## config.mk

```make
export PLATFORM = sky130hd
export DESIGN_NAME = gpio_unit
export DESIGN_NICKNAME = d
export VERILOG_FILES = /design/src/rtl/gpio_pkg.sv /design/src/rtl/gpio_sync.sv /design/src/rtl/gpio_port.sv /design/src/rtl/gpio_unit.sv
export SDC_FILE = /design/constraint.sdc
export NUM_CORES = 1
export LEC_CHECK = 0
export CAP_MARGIN = 20
export CORE_MARGIN = 1
export CORE_UTILIZATION = 50
export DETAILED_ROUTE_END_ITERATION = 8
export DONT_BUFFER_PORTS = 1
export MAX_ROUTING_LAYER = met4
export PLACE_DENSITY = 0.63
export SKIP_LAST_GASP = 1
export SYNTH_ARGS = -nofsm -noshare
export SYNTH_HDL_FRONTEND = slang
export SYNTH_SLANG_ARGS = --single-unit
```

## constraint.sdc

```tcl
create_clock -name clk -period 3.1 [get_ports clk]
set_clock_uncertainty 0.1 [all_clocks]
set_input_delay 0.62 -clock clk [delete_from_list [all_inputs] [get_ports clk]]
set_output_delay 0.62 -clock clk [all_outputs]
set_load 0.005 [all_outputs]
```

## src/rtl/gpio_pkg.sv

```systemverilog
package gpio_pkg;

    localparam int NUM_PORTS = 3;

    typedef enum logic [1:0] {
        SEL_PULL   = 2'd0,
        SEL_THRESH = 2'd1,
        SEL_DIR    = 2'd2,
        SEL_DATA   = 2'd3
    } reg_sel_e;

    localparam logic [3:0] MODE_RESET = 4'hF;

    function automatic reg_sel_e decode_mode(input logic [3:0] m);
        case (m)
            4'd0:    return SEL_PULL;
            4'd1:    return SEL_THRESH;
            4'd2:    return SEL_DIR;
            default: return SEL_DATA;
        endcase
    endfunction

    function automatic int port_width(input int idx, input int wa, input int wb, input int wc);
        return (idx == 0) ? wa : ((idx == 1) ? wb : wc);
    endfunction

    function automatic int port_lsb(input int idx, input int wa, input int wb);
        return (idx == 0) ? 0 : ((idx == 1) ? wa : wa + wb);
    endfunction

endpackage

```

## src/rtl/gpio_sync.sv

```systemverilog
module gpio_sync #(
    parameter int W = 8
) (
    input  logic         clk,
    input  logic [W-1:0] d,
    output logic [W-1:0] q
);
    logic [W-1:0] stage1;
    logic [W-1:0] stage2;

    always_ff @(posedge clk) begin
        stage1 <= d;
        stage2 <= stage1;
    end

    assign q = stage2;
endmodule

```

## src/rtl/gpio_port.sv

```systemverilog
module gpio_port
    import gpio_pkg::*;
#(
    parameter int W  = 8,
    parameter int DW = 8
) (
    input  logic          clk,
    input  logic          rst,
    input  logic          wr_en,
    input  reg_sel_e      sel,
    input  logic [W-1:0]  wdata,
    input  logic [W-1:0]  pins_in,
    output logic [DW-1:0] rd_data,
    output logic [W-1:0]  pad_out,
    output logic [W-1:0]  pad_oe,
    output logic [W-1:0]  pad_ttl,
    output logic [W-1:0]  pad_pu_n
);
    typedef struct packed {
        logic [W-1:0] lat;
        logic [W-1:0] dir;
        logic [W-1:0] ttl;
        logic [W-1:0] pu_n;
    } port_regs_t;

    port_regs_t   regs;
    logic [W-1:0] pins_sync;

    always_ff @(posedge clk) begin
        if (rst) begin
            regs.lat  <= '0;
            regs.dir  <= '1;
            regs.ttl  <= '1;
            regs.pu_n <= '1;
        end else if (wr_en) begin
            case (sel)
                SEL_PULL:   regs.pu_n <= wdata;
                SEL_THRESH: regs.ttl  <= wdata;
                SEL_DIR:    regs.dir  <= wdata;
                default:    regs.lat  <= wdata;
            endcase
        end
    end

    gpio_sync #(.W(W)) u_sync (
        .clk (clk),
        .d   (pins_in),
        .q   (pins_sync)
    );

    always_comb begin
        rd_data         = '0;
        rd_data[W-1:0]  = pins_sync;
    end

    assign pad_oe   = ~regs.dir;
    assign pad_out  = regs.lat & ~regs.dir;
    assign pad_ttl  = regs.ttl;
    assign pad_pu_n = regs.pu_n;
endmodule

```

## src/rtl/gpio_unit.sv

```systemverilog
module gpio_unit
    import gpio_pkg::*;
#(
    parameter int ADDR_W    = 8,
    parameter int DATA_W    = 8,
    parameter int MODE_W    = 4,
    parameter int PA_W      = 4,
    parameter int PB_W      = 8,
    parameter int PC_W      = 8,
    parameter int BASE_ADDR = 5,
    localparam int PIN_W    = PA_W + PB_W + PC_W
) (
    input  logic              clk,
    input  logic              rst,
    input  logic [ADDR_W-1:0] bus_addr,
    input  logic [DATA_W-1:0] bus_wdata,
    input  logic              bus_we,
    input  logic [MODE_W-1:0] mode_wdata,
    input  logic              mode_we,
    output logic [DATA_W-1:0] bus_rdata,
    input  logic [PIN_W-1:0]  pad_in,
    output logic [PIN_W-1:0]  pad_out,
    output logic [PIN_W-1:0]  pad_oe,
    output logic [PIN_W-1:0]  pad_ttl,
    output logic [PIN_W-1:0]  pad_pu_n
);
    logic [MODE_W-1:0] mode_q;
    reg_sel_e          sel;
    logic [DATA_W-1:0] rd_arr [NUM_PORTS];

    always_ff @(posedge clk) begin
        if (rst)          mode_q <= MODE_W'(MODE_RESET);
        else if (mode_we) mode_q <= mode_wdata;
    end

    assign sel = decode_mode(4'(mode_q));

    for (genvar i = 0; i < NUM_PORTS; i++) begin : g_port
        localparam int W  = port_width(i, PA_W, PB_W, PC_W);
        localparam int LO = port_lsb(i, PA_W, PB_W);
        localparam logic [ADDR_W-1:0] ADDR = ADDR_W'(BASE_ADDR + i);

        logic wr_en;
        assign wr_en = bus_we && (bus_addr == ADDR);

        gpio_port #(.W(W), .DW(DATA_W)) u_port (
            .clk      (clk),
            .rst      (rst),
            .wr_en    (wr_en),
            .sel      (sel),
            .wdata    (bus_wdata[W-1:0]),
            .pins_in  (pad_in[LO +: W]),
            .rd_data  (rd_arr[i]),
            .pad_out  (pad_out[LO +: W]),
            .pad_oe   (pad_oe[LO +: W]),
            .pad_ttl  (pad_ttl[LO +: W]),
            .pad_pu_n (pad_pu_n[LO +: W])
        );
    end

    always_comb begin
        bus_rdata = '0;
        for (int i = 0; i < NUM_PORTS; i++) begin
            if (bus_addr == ADDR_W'(BASE_ADDR + i)) bus_rdata = rd_arr[i];
        end
    end
endmodule

```

==> flow_metrics.py <==
metrics = {
    "run_status": {
        "status": "finished clean",
    },
    "critical_path": {
        "worstPathMaxFanout": 12,
        "cp-end-kind": "output port",
        "cp-startpoint": "bus_addr[5]",
        "critPathKind": "input pin to output port",
        "required_ns": 2.38,
        "cp-start-kind": "input pin",
        "cp.arrival_ns": 1.68,
        "r2r-start": "mode_q[0]",
        "timing.rr.end": "g_port[2].u_port.pad_ttl[2]",
        "crit_end": "bus_rdata[7]",
        "reg2reg_setup_slack_ns": 1.18,
        "ff2ff_path_depth": 3,
    },
    "layout": {
        "multi_input_area_um2": 1765,
        "ff_latch_area_um2": 2482,
        "fillers": 812,
        "final_cells": 513,
        "final_util_pct": 55.14,
        "antennaDiodeCount": 0,
        "design_area_um2": 5071,
        "fin_nets": 433,
        "layout-drive-gt1-share_pct": 9.950,
        "area_growth_pct": 7.222,
    },
    "job": {
        "drv_cap": 0,
    },
    "global_routing": {
        "track_usage_pct": 21.01,
        "grt_pass1_vias": 2792,
        "grt-ovfl-total": 0,
        "grt_pass1_wl_um": 15080,
        "grt_max_degree": 97,
        "antenna_found_initial": 0,
    },
    "yosys": {
        "muxShareOfSynthArea_pct": 9.312,
        "synthCells": 432,
        "async_reset_ff_share_pct": 0,
        "yosys-top-cells-area": "dfxtp_1, mux2i_1, a221o_1, buf_4, nand2b_1",
        "avgSynthCellArea_um2": 10.95,
        "synth_warnings": 0,
        "ys.flop_type": "dfxtp_1",
        "yosys.area_share.simple_pct": 17.25,
        "synth-seq-cells": 124,
        "synthAdderAreaFrac_pct": 0,
        "synthTopCellsByCount": "dfxtp_1, mux2i_1, buf_4",
        "synth_top_area_share_pct": 52.49,
        "synth-xor-area-share_pct": 0,
        "syn_nets": 476,
        "synth_top_area_cell": "dfxtp_1",
        "syn_area_um2": 4730,
        "yosysMostFrequentCell": "dfxtp_1",
        "ys_seq_area_share_pct": 52.49,
        "synth_cell_types": 27,
        "synth_edf_count": 0,
        "synth_top_family_by_area": "simple AND/OR/NAND/NOR gates",
        "synth_compound_area_share_pct": 10.77,
    },
    "clock_network": {
        "cts_buffer_depth": 2,
        "holdBufCountCts": 0,
        "cts.sinks": 124,
        "post_cts_resized": 0,
        "clock_latency_ns": 0.50,
        "cts_buffers": 17,
        "htree_levels": 4,
        "clk_pin_slew_ns": 0.06,
        "tritoncts": "built",
        "cts_setup_buffers": 0,
        "cts_root_buf": "clkbuf_8",
    },
    "floorplanning": {
        "die_width_um": 99.26,
        "std_cell_rows": 35,
        "io_pins": 132,
        "start_util_pct": 51.43,
        "die-area_um2": 9852,
        "core-area_um2": 9196,
        "die-height_um": 99.26,
    },
    "power": {
        "p_leak_uw": 0.002184,
        "vdd_drop_max_mv": 0.3653,
        "p_per_area_nw_per_um2": 722.4,
    },
    "route": {
        "postRouteAntennaNets": 0,
        "met3WireLength_um": 696,
        "wl_per_cell_um": 18.76,
        "top_layer_used": "met4",
        "routed_via_density": 5.649,
        "m1WireLength_um": 4282,
        "num_vias": 2898,
        "drt-total-wl_um": 9626,
        "drtIter0Drc": 114,
        "drc": 0,
        "wl_met2_um": 4528,
        "drt_first_pass_iters": 4,
    },
    "worst_hold_path": {
        "hold_path_class": "input pin to register",
    },
    "sta": {
        "fin_crit_ns": 2.404,
        "finalCritPeriodShare_pct": 77.54,
        "postLayoutSetupSlackWorst_ns": 0.6964,
        "tightest_slew_ns": 0.5878,
        "drv_slew": 0,
        "setup_viol": 0,
        "relSlewSlack_pct": 60.52,
        "rsz0062_at_grt": "false",
        "setup_tns_ns": 0,
        "fmax_ghz": 0.4160,
        "hold_viol": 0,
    },
    "placed_design": {
        "place_hpwl_um": 6589,
        "dp_cells": 481,
        "placed_cell_area_um2": 4469,
        "gp_congestion": 0.7774,
        "dp_slack_ns": 0.5808,
        "portBuffers": 0,
    },
}
[worst max-delay path, cell delays in order]
cell    delay [ns]
nor4_4        0.56
and2_1        0.31
a22o_1        0.19
[flip-flops by register name, summed over array words and instances, names as in the netlist]
| register | cells |
|---|---|
| g_port.u_port.regs | 40 |
| g_port.u_port.pad_pu_n | 20 |
| g_port.u_port.pad_ttl | 20 |
| g_port.u_port.u_sync.q | 20 |
| g_port.u_port.u_sync.stage1 | 20 |
| mode_q | 4 |
[through the flow]
stage | power, uW | hold WS, ns
2_1_floorplan | 1726 | 0.2096
3_3_place_gp | 1717 | 0.2101
3_5_place_dp | 1719 | 0.2128
4_1_cts | 3702 | 0.01424
5_1_grt | 3796 | 0.00005168
6_report | 3664 | 0.03896
[area by class of cell]
| cell class | count | share of cell area (%) |
|---|---|---|
| Sequential cell | 124 | 48.95 |
| Clock buffer | 17 | 8.167 |
| Timing Repair Buffer | 1 | 0.1480 |
| Tap cell | 111 | 2.739 |
| Multi-Input combinational cell | 225 | 34.81 |
| Clock inverter | 15 | 3.701 |
| Inverter | 20 | 1.480 |
[how the worst min path moves through the flow]
| stage | from | endpoint | slack (ns) | cells past startpoint |
|---|---|---|---|---|
| global route | pad_in[14] | g_port[2].u_port.u_sync.stage1[2] | 0.00005 | 0 |
| floorplan | g_port[0].u_port.u_sync.stage1[0] | g_port[0].u_port.u_sync.q[0] | 0.21 | 0 |
| detailed placement | g_port[1].u_port.u_sync.stage1[3] | g_port[1].u_port.u_sync.q[3] | 0.21 | 0 |
| global placement | g_port[2].u_port.u_sync.stage1[3] | g_port[2].u_port.u_sync.q[3] | 0.21 | 0 |
| CTS | pad_in[4] | g_port[1].u_port.u_sync.stage1[0] | 0.01 | 0 |
| finish | pad_in[0] | g_port[0].u_port.u_sync.stage1[0] | 0.04 | 0 |
[layout by cell type (no fill, tap or decap), types with 2 or more instances in the layout]
| cell type | netlist | final |
|---|---|---|
| nor2b_1 | 25 | 25 |
| nand4_1 | 15 | 15 |
| nand3_1 | 4 | 4 |
| and4bb_2 | 2 | 2 |
| nand2b_1 | 28 | 28 |
| nor2_1 | 28 | 28 |
| a2bb2oi_1 | 4 | 4 |
| bufinv_16 | 0 | 3 |
| dfxtp_1 | 124 | 124 |
| and4_1 | 2 | 2 |
| nor4_4 | 2 | 2 |
| clkinv_4 | 0 | 4 |
| nor4b_4 | 2 | 2 |
| and2_1 | 14 | 14 |
| clkinvlp_4 | 0 | 3 |
| o2111ai_1 | 4 | 4 |
| a211o_1 | 5 | 5 |
| inv_6 | 0 | 4 |
| clkbuf_16 | 0 | 16 |
| a22o_1 | 4 | 4 |
| and3_1 | 3 | 3 |
| mux2i_1 | 44 | 44 |
| inv_1 | 20 | 20 |
| a221o_1 | 36 | 36 |
[cell families (layout without fill, tap and decap cells)]
kind of cell / count (synthesis) / in the layout
AND/OR/NAND/NOR: 128 / 128
AO/OA/AOI/OAI: 53 / 53
buffers and inverters: 83 / 53
flip-flops: 124 / 124
multiplexers: 44 / 44
[power breakdown]
| part | switching (uW) | internal (uW) | leakage, uW | total (uW) |
|---|---|---|---|---|
| clock network | 743 | 1240 | 0.000286 | 1980 |
| logic | 20.1 | 21.6 | 0.000881 | 41.8 |
| registers | 15.9 | 1630 | 0.00102 | 1640 |
[routing by layer]
layer | vias to the layer above | track usage [%]
li1 | 1413 | -
met1 | 1368 | 25.89
met2 | 106 | 31.04
met3 | 11 | 7.871
met4 | 0 | 8.484
met5 | - | -
Power figures use the tool's default switching activity.
